### src/rtl/bclk_pkg.sv
package bclk_pkg;
  localparam int unsigned SEL_W = 4;
  localparam logic ADDR_SEL = 1'b0;
  localparam logic ADDR_DIV = 1'b1;

  // strobes from the register/control side to the counting datapath
  typedef struct packed {
    logic             run;     // channel enabled
    logic             useTap;  // select code names a prescaler tap
    logic             useExt;  // select code names the external pin
    logic [SEL_W-1:0] tapIdx;  // tap number when useTap is set
  } baseCtl_t;
endpackage

### src/rtl/bclk_ctrl.sv
module bclk_ctrl
  import bclk_pkg::*;
#(
  parameter int unsigned REG_W   = 8,
  parameter int unsigned DIV_W   = 8,
  parameter int unsigned PRESC_W = 10,
  parameter bit          HAS_EXT = 1'b1
) (
  input  logic             clk,
  input  logic             rstN,
  input  logic             uartEn,
  input  logic             busAddr,
  input  logic             busWe,
  input  logic [REG_W-1:0] busWdata,
  output logic [REG_W-1:0] busRdata,
  output baseCtl_t         ctl,
  output logic [DIV_W-1:0] divisor
);
  localparam logic [SEL_W-1:0] LAST_TAP = SEL_W'(PRESC_W);
  localparam logic [SEL_W-1:0] EXT_CODE = SEL_W'(PRESC_W + 1);

  logic [SEL_W-1:0] selCode;
  logic [DIV_W-1:0] divReg;
  logic             selWrite;
  logic             divWrite;

  assign selWrite = busWe && (busAddr == ADDR_SEL) && !uartEn;
  assign divWrite = busWe && (busAddr == ADDR_DIV);

  always_ff @(posedge clk) begin
    if (!rstN) begin
      selCode <= '0;
      divReg  <= '0;
    end else begin
      if (selWrite) selCode <= busWdata[SEL_W-1:0];
      if (divWrite) divReg  <= busWdata[DIV_W-1:0];
    end
  end

  always_comb begin
    busRdata = '0;
    if (busAddr == ADDR_SEL) busRdata[SEL_W-1:0] = selCode;
    else                     busRdata[DIV_W-1:0] = divReg;
  end

  always_comb begin
    ctl.run    = uartEn;
    ctl.useTap = (selCode <= LAST_TAP);
    ctl.useExt = HAS_EXT && (selCode == EXT_CODE);
    ctl.tapIdx = selCode;
  end

  assign divisor = divReg;

  // select code frozen whenever the channel is enabled
  assert_sel_locked_R3: assert property (@(posedge clk) disable iff (!rstN)
    uartEn |=> $stable(selCode));

  // divisor write accepted regardless of enable
  assert_div_write_R3: assert property (@(posedge clk) disable iff (!rstN)
    (busWe && busAddr == ADDR_DIV) |=> (divReg == $past(busWdata[DIV_W-1:0])));
endmodule

### src/rtl/bclk_dp.sv
module bclk_dp
  import bclk_pkg::*;
#(
  parameter int unsigned DIV_W       = 8,
  parameter int unsigned PRESC_W     = 10,
  parameter bit          HAS_EXT     = 1'b1,
  parameter int unsigned SYNC_STAGES = 2
) (
  input  logic             clk,
  input  logic             rstN,
  input  baseCtl_t         ctl,
  input  logic [DIV_W-1:0] divisor,
  input  logic             extClk,
  output logic             tick
);
  logic [PRESC_W-1:0] prescCnt;
  logic [PRESC_W:0]   tapHit;
  logic               tapSel;
  logic               extEdge;
  logic               baseEn;
  logic [DIV_W-1:0]   divCnt;
  logic [DIV_W-1:0]   lastCnt;
  logic               wrapNow;
  logic               tickQ;

  // free-running prescaler, cleared while the channel is off
  always_ff @(posedge clk) begin
    if (!rstN)         prescCnt <= '0;
    else if (!ctl.run) prescCnt <= '0;
    else               prescCnt <= prescCnt + 1'b1;
  end

  assign tapHit[0] = 1'b1;
  for (genvar k = 1; k <= PRESC_W; k++) begin : g_tap
    assign tapHit[k] = &prescCnt[k-1:0];
  end

  always_comb begin
    tapSel = 1'b0;
    for (int k = 0; k <= PRESC_W; k++) begin
      if (ctl.tapIdx == SEL_W'(k)) tapSel = tapHit[k];
    end
  end

  if (HAS_EXT) begin : g_ext
    logic [SYNC_STAGES-1:0] syncQ;
    logic                   extPrev;
    always_ff @(posedge clk) begin
      if (!rstN) begin
        syncQ   <= '0;
        extPrev <= 1'b0;
      end else begin
        syncQ   <= {syncQ[SYNC_STAGES-2:0], extClk};
        extPrev <= syncQ[SYNC_STAGES-1];
      end
    end
    assign extEdge = syncQ[SYNC_STAGES-1] & ~extPrev;

    // a detected rising edge can never repeat on the next cycle
    assert_ext_edge_single_R6: assert property (@(posedge clk) disable iff (!rstN)
      extEdge |=> !extEdge);
  end else begin : g_noext
    assign extEdge = 1'b0;
  end

  assign baseEn = ctl.run && ((ctl.useTap && tapSel) || (ctl.useExt && extEdge));

  // divide base enables by divisor (0 behaves as 2^DIV_W)
  assign lastCnt = divisor - 1'b1;
  assign wrapNow = (divCnt == lastCnt);

  always_ff @(posedge clk) begin
    if (!rstN)         divCnt <= '0;
    else if (!ctl.run) divCnt <= '0;
    else if (baseEn)   divCnt <= wrapNow ? '0 : divCnt + 1'b1;
  end

  always_ff @(posedge clk) begin
    if (!rstN) tickQ <= 1'b0;
    else       tickQ <= baseEn && wrapNow;
  end

  assign tick = tickQ;

  // counters held cleared while disabled
  assert_presc_held_R8: assert property (@(posedge clk) disable iff (!rstN)
    !ctl.run |=> (prescCnt == '0 && divCnt == '0));

  // no tick follows a disabled cycle
  assert_quiet_off_R8: assert property (@(posedge clk) disable iff (!rstN)
    !ctl.run |=> !tick);

  // reserved select codes stay silent
  assert_reserved_quiet_R7: assert property (@(posedge clk) disable iff (!rstN)
    (!ctl.useTap && !ctl.useExt) |=> !tick);
endmodule

### src/rtl/baud_tick_gen.sv
module baud_tick_gen
  import bclk_pkg::*;
#(
  parameter int unsigned REG_W       = 8,
  parameter int unsigned DIV_W       = 8,
  parameter int unsigned PRESC_W     = 10,
  parameter bit          HAS_EXT     = 1'b1,
  parameter int unsigned SYNC_STAGES = 2
) (
  input  logic             clk,
  input  logic             rstN,
  input  logic             uartEn,
  input  logic             busAddr,
  input  logic             busWe,
  input  logic [REG_W-1:0] busWdata,
  output logic [REG_W-1:0] busRdata,
  input  logic             extClk,
  output logic             baudTick
);
  baseCtl_t         ctl;
  logic [DIV_W-1:0] divisor;

  bclk_ctrl #(
    .REG_W(REG_W), .DIV_W(DIV_W), .PRESC_W(PRESC_W), .HAS_EXT(HAS_EXT)
  ) u_ctrl (
    .clk(clk), .rstN(rstN), .uartEn(uartEn), .busAddr(busAddr),
    .busWe(busWe), .busWdata(busWdata), .busRdata(busRdata),
    .ctl(ctl), .divisor(divisor)
  );

  bclk_dp #(
    .DIV_W(DIV_W), .PRESC_W(PRESC_W), .HAS_EXT(HAS_EXT), .SYNC_STAGES(SYNC_STAGES)
  ) u_dp (
    .clk(clk), .rstN(rstN), .ctl(ctl), .divisor(divisor),
    .extClk(extClk), .tick(baudTick)
  );
endmodule

### config.mk
export PLATFORM = sky130hd
export DESIGN_NAME = baud_tick_gen
export DESIGN_NICKNAME = d
export VERILOG_FILES = /design/src/rtl/bclk_pkg.sv /design/src/rtl/bclk_ctrl.sv /design/src/rtl/bclk_dp.sv /design/src/rtl/baud_tick_gen.sv
export SDC_FILE = /design/constraint.sdc
export NUM_CORES = 1
export LEC_CHECK = 0
export BUFFER_PORTS_ARGS = -buffer_cell sky130_fd_sc_hd__buf_4
export CORE_MARGIN = 4
export CORE_UTILIZATION = 55
export DETAILED_ROUTE_END_ITERATION = 10
export PLACE_DENSITY = 0.79
export SYNTH_ARGS = -nofsm -noshare
export SYNTH_HDL_FRONTEND = slang
export SYNTH_SLANG_ARGS = --single-unit
### constraint.sdc
create_clock -name clk -period 6.1 [get_ports clk]
set_input_delay 0.61 -clock clk [delete_from_list [all_inputs] [get_ports clk]]
set_output_delay 0.61 -clock clk [all_outputs]
set_load 0.03 [all_outputs]
==> reports/summary.md, run 1 <==
The flow ran to the end, and the final reports show no timing, DRC or antenna violations. The layer flagged by global routing as most heavily used is met2. The run gives 0 as the max-slew violation count. Hold repair after CTS inserted 0 buffers. The layout has 287 filler cells. The logs give 3800 um for the total length of routed wires and 133 uV for the worst supply voltage drop on vdd. The worst setup path is captured at a register. Global routing used 20.1% of the available tracks.

The number of sinks on the clock net came out at 34. The synthesized design contains 34 register bits. The repair_antennas step left the layout with diodes totalling 0. The slew at the pin closest to its max-slew limit came out at 0.697 ns.

The initial utilization of the core area, before any placement, comes to 59.3%. The tools report the cell-internal power as 0.300 mW. The portion of the post-synthesis area used by sequential elements is 36.4%, and the critical-path maximum fanout is 9. The final count of hold timing violations was 0; the DRC violation total after the first TritonRoute iteration was 112.

The total overflow left after global routing is 0. The met2 track demand over resource is 30.2%. Ranked by instance count, the synthesized netlist is headed by 34 x sky130_fd_sc_hd__dfxtp_1, 19 x sky130_fd_sc_hd__nand3_1, 16 x sky130_fd_sc_hd__nand2_1. Routability-driven placement finished with a final weighted congestion of 0.810. In this run, synthesis inferred 0 flip-flops with an integrated enable. Sum of net half-perimeters after detailed placement: 2730 um. The simple-gate area share of the yosys netlist is 26.0%, and the met3 demand-to-capacity share in global routing is 5.44%.

TritonCTS built the clock tree. The Yosys step of the flow raised 0 warnings. CTS placed an instance of sky130_fd_sc_hd__clkbuf_4 at the clock tree root. Relative to the synthesized area, the layout overhead comes to 12.7%.

The shortest period the worst path allows was 2.70 ns. The count of nets left with antenna violations once routing finished came out at 0. Share of cells above drive strength 1: 17.4%. The category of the most critical setup path was reg2reg. For the clock tree skew after final layout, the log shows 0.00727 ns. After synthesis, the netlist uses 44 different library cells. For this run, design rule violations remaining after detail routing come to 0. The clock buffer count from CTS was 5. For the count of buffers added by post-CTS timing repair for setup, the log shows 0. The dominant register cell in the synthesized netlist is sky130_fd_sc_hd__dfxtp_1.

The die is 66.3 um wide. The met1 usage in global routing came out at 27.4%. After synthesis, the largest family of logic cells by area is simple AND/OR/NAND/NOR gates. 23 I/O pins were placed.

Detailed-router iteration count before antenna repair: 4. The number of antenna violations at the first check in global routing was 0. Counting along the longest clock path gives a buffer depth of 2. Final hold analysis gives a worst-case slack of 0.447 ns. The portion of total power attributed to combinational logic is 13.6%. Largest area contributor in the synthesized netlist: sky130_fd_sc_hd__dfxtp_1. The number of global-route vias before repair is 1464.

Entering global routing, the biggest net connects 28 pins. The sequential cells in the finished layout cover a total of 681 um^2. The tools report the worst setup slack after placement as 3.40 ns. Static timing analysis puts the maximum clock frequency at 370 MHz. The average footprint of a synthesized cell is 8.61 um^2.

The tools report the number of cell rows as 20. During placement, the flow inserted port buffers numbering 22. The die height is 66.3 um. Setup repair after global routing left no endpoint under its margin. For the area of the die, the log shows 4400 um^2.

Of the total synthesized cell area, the portion taken by XOR and XNOR cells is 6.09%. Using the TritonRoute via totals, the vias-per-cell ratio works out to 5.62. Net switching is 29.0% of the power. After synthesis, the share of cell area in mux cells is 5.09%.

The H-tree depth was 2. Headroom to the max-slew limit came out at 53.4%. The via total after detailed routing was 1573; the clock edge transition at the registers on the reported setup and hold paths was 0.12 ns. The path class of the tightest hold or removal check is reg2reg.

The tools report the total setup violations reported at the end of the flow as 0. The clock reaches the later pin of the worst-skew pair after 0.34 ns. The first-pass GRT wire length is 6770 um, and the count of instances resized after the clock tree is built is 0. The setup TNS is 0 ns, and the net count after synthesis is 237. In this run the power spent charging and discharging nets is 0.122 mW. Once routing completed, OpenROAD measured the worst setup slack at 3.40 ns. The fraction of post-synthesis cell area in the top cell type by area came out at 36.4%. Dividing total power by cell area gives a power density of 201 nW/um^2.

Yosys attributes the largest share of cell area to sky130_fd_sc_hd__dfxtp_1 36%, sky130_fd_sc_hd__nand3_1 5.1%, sky130_fd_sc_hd__xnor2_1 4.2%. Summing the areas of all compound-gate instances in the mapped netlist gives 17.5% of the synthesized area. After the last flow step, the layout net total stands at 255. The area of the multi-input gates is 1100 um^2, and the portion of total power attributed to sequential cells is 55.8%. The cell count after synthesis came out at 217.

In this run the standard cell core region covers 3150 um^2. The clock network accounts for 30.5% of the total power. Required time of the worst setup path: 6.33 ns. The worst setup path is launched from a register. The worst path uses 44.3% of the clock period. In this run the static leakage power is 0.801 nW. The mapped netlist covers 1870 um^2. The adder-cell share of the synthesized area was 4.02%. For this run, asynchronously set or reset flops after synthesis account for 0%. In the post-synthesis netlist, the cell with the most instances is sky130_fd_sc_hd__dfxtp_1. Dividing the detail-routed wire length by the instance count gives 13.6 um. STA puts the critical path data arrival time at 2.93 ns. The tool flagged a number of max-cap violations equal to 0.
[logic make-up after synthesis]
group | after synthesis
and+or+nand+nor | 90
muxes | 9
DFF | 34
AOI/OAI and AO/OA | 41
buffers and inverters | 24
adders and majority gates | 6
xor gates and xnor gates | 13
[sequential cells by signal, indices dropped and copies added, names as in the netlist]
name                flops
u_dp.divCnt             8
u_dp.tick               1
u_dp.prescCnt          10
u_dp.g_ext.extPrev      1
u_ctrl.selCode          4
u_ctrl.divisor          8
u_dp.g_ext.syncQ        2
[critical path: stages, from the launching register on]
cell                       delay (ns)
sky130_fd_sc_hd__dfxtp_1         0.37
sky130_fd_sc_hd__ha_1            0.25
sky130_fd_sc_hd__nand3_1         0.23
sky130_fd_sc_hd__inv_1           0.08
sky130_fd_sc_hd__ha_1            0.18
sky130_fd_sc_hd__nor2b_1         0.10
sky130_fd_sc_hd__o21bai_1        0.08
sky130_fd_sc_hd__a221o_1         0.29
sky130_fd_sc_hd__a31oi_1         0.50
sky130_fd_sc_hd__nand2b_1        0.37
sky130_fd_sc_hd__o22ai_1         0.13
[final timing paths]
path / from / to / slack (ns) / cells past startpoint
worst min register to register: u_dp.g_ext.syncQ[0] / u_dp.g_ext.syncQ[1] / 0.45 / 1
worst min-delay path: u_dp.g_ext.syncQ[0] / u_dp.g_ext.syncQ[1] / 0.45 / 1
worst max-delay path: u_dp.prescCnt[0] / u_dp.divCnt[1] / 3.40 / 10
worst max register to register: u_dp.prescCnt[0] / u_dp.divCnt[1] / 3.40 / 10
[power by group through the flow]
stage	clock network [mW]	logic, mW	registers [mW]
2_1_floorplan	0	0.0430	0.237
3_3_place_gp	0	0.0567	0.241
3_5_place_dp	0	0.0575	0.241
4_1_cts	0.131	0.0577	0.236
5_1_grt	0.143	0.0641	0.237
6_report	0.129	0.0575	0.236
[layer usage]
layer / wire length (um) / vias up
li1: - / 813
met4: 42 / 0
met3: 249 / 4
met1: 1840 / 711
met5: 0 / -
met2: 1660 / 45
[cell type report]
type	instances	area share [%]
inverters	13	2.32
clock buffers	5	1.78
multi-input cells	159	52.1
clock inverters	3	1.01
flip-flops and latches	34	32.3
repair buffers	22	7.84
well taps	44	2.61
[placed cells by master (no fill, tap or decap), drive strengths merged, types with 5 or more instances in the layout]
master  netlist  routed
mux2i         5       5
nand2        16      16
a21boi        9       9
and2          7       7
nand3        19      19
clkbuf       10       5
inv          13      13
nor2b         6       6
xnor2         9       9
and3          8       8
ha            6       6
nor3b         5       5
buf           1      22
dfxtp        34      34
nor2         11      11
[stage by stage]
step                area, um^2  power [mW]  instances  util [%]
floorplan                 1870       0.280        217         -
global placement          2050       0.297        272      64.9
detailed placement        2050       0.298        272      64.9
CTS                       2110       0.425        280      66.8
global route              2110       0.444        280      66.8
finish                    2110       0.422        280      66.8
Note: power is estimated with default switching activity, not from simulation.
==> run 2: changes to the inputs <==
--- a/config.mk
+++ b/config.mk
@@ -5,6 +5,7 @@
 export SDC_FILE = /design/constraint.sdc
 export NUM_CORES = 1
 export LEC_CHECK = 0
+export ABC_AREA = 1
 export BUFFER_PORTS_ARGS = -buffer_cell sky130_fd_sc_hd__buf_4
 export CORE_MARGIN = 4
 export CORE_UTILIZATION = 55
==> constraint.sdc (replaced) <==
create_clock -name clk -period 2.5 [get_ports clk]
set_input_delay 0.25 -clock clk [delete_from_list [all_inputs] [get_ports clk]]
set_output_delay 0.25 -clock clk [all_outputs]
set_load 0.03 [all_outputs]
==> run 2 against run 1 <==
Effect of this change: core utilization increased by 0.25 points; combinational power increased to 3.6 times the previous value; wire length grew 8.5%; maximum frequency grew 30%; clock skew rose by 0.0054 ns; die area is 4.7% higher; sequential power rose by 150%; via count is 17% higher; sequential share of layout area fell by 2.4 points; synthesized area increased by 5.4%; critical path type unchanged; largest power group unchanged.
==> reports/summary.md, run 2 <==
The most common cell after layout, fill and taps aside was sky130_fd_sc_hd__nand2_1. The number of global-route vias before repair was 1580. In the synthesized netlist, the number of instances is 296.

The tools report the number of antenna violations at the first check in global routing as 0. The run gives 1970 um^2 as the cell area after technology mapping. The cell with the most instances after synthesis was sky130_fd_sc_hd__nand2_1. The endpoint arrival time on the critical path is 2.35 ns. Before antenna repair, the detailed router went through 4 iterations.

Hold repair after CTS inserted 0 buffers. Dividing the detail-routed wire length by the instance count gives 11.2 um. The share of cells above drive strength 1 is 16.5%.

Row generation in the floorplan step produced 21 rows. The logs give 58.1% for the initial core utilization and 3160 um for the sum of net half-perimeters after detailed placement. The share of synthesized flip-flops with an asynchronous set or reset is 0%, and the slew at the pin closest to its max-slew limit is 0.576 ns.

The cell at the root of the clock tree was sky130_fd_sc_hd__clkbuf_4. The register with the most flip-flops in the layout has 10 of them. The via total after detailed routing was 1839; the portion of the post-synthesis area used by sequential elements was 34.6%.

The final period utilization is 83.3%. Walking the worst path, the cells encountered are ha_1 -> nand3_1 -> inv_1 -> nand3_1 -> inv_1 -> ha_1 -> nor2_1 -> nor2_1 -> a21oi_1 -> nand2_1 -> nand2_2 -> nand2_4 -> nand2_8 -> nand2_1 -> a21oi_2. For the count of filler cells inserted in the layout, the log shows 307. The flow ran to the end, and the final reports show no timing, DRC or antenna violations. The critical path in this run is classified as reg2reg. Largest register by flop count: u_dp.prescCnt.

The setup TNS was 0 ns. The count of unique library cells instantiated by Yosys was 28. The final count of hold timing violations was 0; the first-pass GRT wire length was 6900 um. Along the worst path, the maximum fanout reaches 10.

The clock edge transition at the registers on the reported setup and hold paths is 0.10 ns. The die is 67.8 um wide. The logs give 5 for the clock buffer count from CTS and 0.0127 ns for the clock tree skew after final layout. The run gives 100 as the DRC violation total after the first TritonRoute iteration. The logs give 18 for the maximum number of pins on one net before global-route repair and 367 for the final standard cell count with taps included and fillers excluded.

The highest clock frequency the design can meet was 480 MHz; the net count after synthesis was 316. Once the clock tree was built, the setup fixing pass inserted 0 buffers. The top cell types in the final layout, fill and taps aside, are 72 x sky130_fd_sc_hd__nand2_1, 40 x sky130_fd_sc_hd__nor2_1, 37 x sky130_fd_sc_hd__inv_1.

For the worst supply voltage drop on vdd, the log shows 606 uV. Input and output buffers added on the ports amount to 22. For the source-to-sink clock delay at the later pin of the worst-skew pair, the log shows 0.34 ns.

For this design, the slowest cell found on the critical path is sky130_fd_sc_hd__dfxtp_1. Grouping stages by cell kind, the critical path spends the most delay in simple AND/OR/NAND/NOR gates. The run gives 0.850 as the routability congestion estimate from global placement. Setup repair after global routing left no endpoint under its margin. The H-tree was split into 2 levels. The logs give 61.5% for the worst slew margin relative to its limit and 0 for the count of instances resized after the clock tree is built. In this run the count of I/O pins placed on the die edge is 23.

The number of max-capacitance violations reported came out at 0. The count of flip-flops with a built-in enable after synthesis works out to 0. The worst setup path is captured at a register. The synthesized flop and latch total works out to 34.

After global routing the overflow that remains totals 0. Using the TritonRoute via totals, the vias-per-cell ratio works out to 5.01. In the synthesized netlist the dominant register cell turns out to be sky130_fd_sc_hd__dfxtp_1. Including well taps, the total number of placed cells is 359. The average footprint of a synthesized cell is 6.65 um^2, and the number of buffers on the longest clock path is 2. From synthesis to final layout, the design area changed by 15.4%.

In this run the biggest area consumer among cell types represents 34.6% of the synthesized area. At the worst endpoint, the required time is 2.77 ns. In this run the worst hold path is classified as in2reg. The static leakage power is 1.04 nW. Largest area contributor in the synthesized netlist: sky130_fd_sc_hd__dfxtp_1. STA classifies the critical path startpoint as a register. Setup violations remaining at the end of the flow were counted as 0. Number of DRC violations after detailed routing: 0. Die height: 67.8 um. After synthesis, the cell types taking the most area are sky130_fd_sc_hd__dfxtp_1 35%, sky130_fd_sc_hd__nand2_1 14%, sky130_fd_sc_hd__nor2_1 7.6%. Power spread over the standard cell area amounts to 570 nW/um^2.

In this run the standard cell core region covers 3390 um^2. The final layout contains 340 nets. The longest individual stage delay on the worst path works out to 0.36 ns.

The area of the die was 4600 um^2. The number of antenna repair diodes was 0; the total routing resource utilization after global routing was 19.9%. The smallest clock period supported by the final layout is computed as 2.08 ns. During synthesis, Yosys emitted a total of 0 warnings.

The number of sinks on the clock net is 34. Together, buffers and inverters on the worst path number 2. Count of antenna-violating nets left after detailed routing: 0. The max-slew violation count was 0.

Summed over all layers, the routed wires come to 4120 um. TritonCTS built the clock tree. The commonest cells after synthesis are 72 x sky130_fd_sc_hd__nand2_1, 40 x sky130_fd_sc_hd__nor2_1, 37 x sky130_fd_sc_hd__inv_1.
-- run 2: changes by cell type in the layout (fill, tap and decap cells not counted), sizes merged, moves of 20 or more --
cell	change
a21oi	+21
inv	+29
nand2	+59
nor2	+33
o21ai	+20
-- run 2: worst min-delay path: stages --
cell	delay (ns)
sky130_fd_sc_hd__buf_4	0.08
sky130_fd_sc_hd__nand2_1	0.04
sky130_fd_sc_hd__inv_1	0.04
-- run 2: final cells by class --
type / instances / area, um^2 / share of cell area (%)
tap: 46 / 57.6 / 2.53
clock inverter: 3 / 68.8 / 3.03
timing repair buffer: 22 / 165 / 7.27
multi-input combinational: 215 / 1100 / 48.6
inverter: 42 / 158 / 6.94
sequential: 34 / 681 / 30.0
clock buffer: 5 / 37.5 / 1.65
-- run 2: worst paths after layout --
check | depth (start not counted) | slack, ns | startpoint | end
setup / recovery | 15 | 0.42 | u_dp.prescCnt[0] | u_dp.divCnt[0]
hold / removal | 3 | 0.09 | extClk | u_dp.g_ext.syncQ[0]
setup reg to reg | 15 | 0.42 | u_dp.prescCnt[0] | u_dp.divCnt[0]
hold reg to reg | 2 | 0.42 | u_dp.g_ext.syncQ[0] | u_dp.g_ext.syncQ[1]
-- run 2: cells by family after synthesis --
group	Yosys count	share of synthesized area (%)
xor+xnor	9	4.00
flops	34	34.6
fa+ha+maj	6	3.81
buf+inv	47	9.34
compound gates	47	13.5
simple gates	153	34.8
-- run 2: layer usage --
metal | part of all wire (%) | routed length [um] | vias to the layer above | track usage (%)
met5 | 0 | 0 | - | 0
met4 | 1.2 | 49 | 0 | 5.96
met3 | 5.0 | 207 | 6 | 5.42
met2 | 47 | 1950 | 33 | 33.5
met1 | 47 | 1920 | 812 | 24.7
li1 | - | - | 988 | -
-- run 2: report_power, final --
group | switching, mW | internal (mW) | total (mW)
clock | 0.194 | 0.313 | 0.507
sequential | 0.0216 | 0.559 | 0.581
combinational | 0.130 | 0.0774 | 0.208
-- run 2: stage by stage --
stage          cell area [um^2]  power (mW)  hold WS (ns)  util [%]  worst slack, ns
6_report                   2270        1.29        0.0933      67.0            0.417
5_1_grt                    2270        1.36        0.0904      67.0            0.141
4_1_cts                    2270        1.31        0.0797      67.0            0.412
3_5_place_dp               2170       0.800         0.398      63.9            0.468
3_3_place_gp               2170       0.797         0.393      63.9            0.530
2_1_floorplan              1970       0.743         0.348         -            0.641
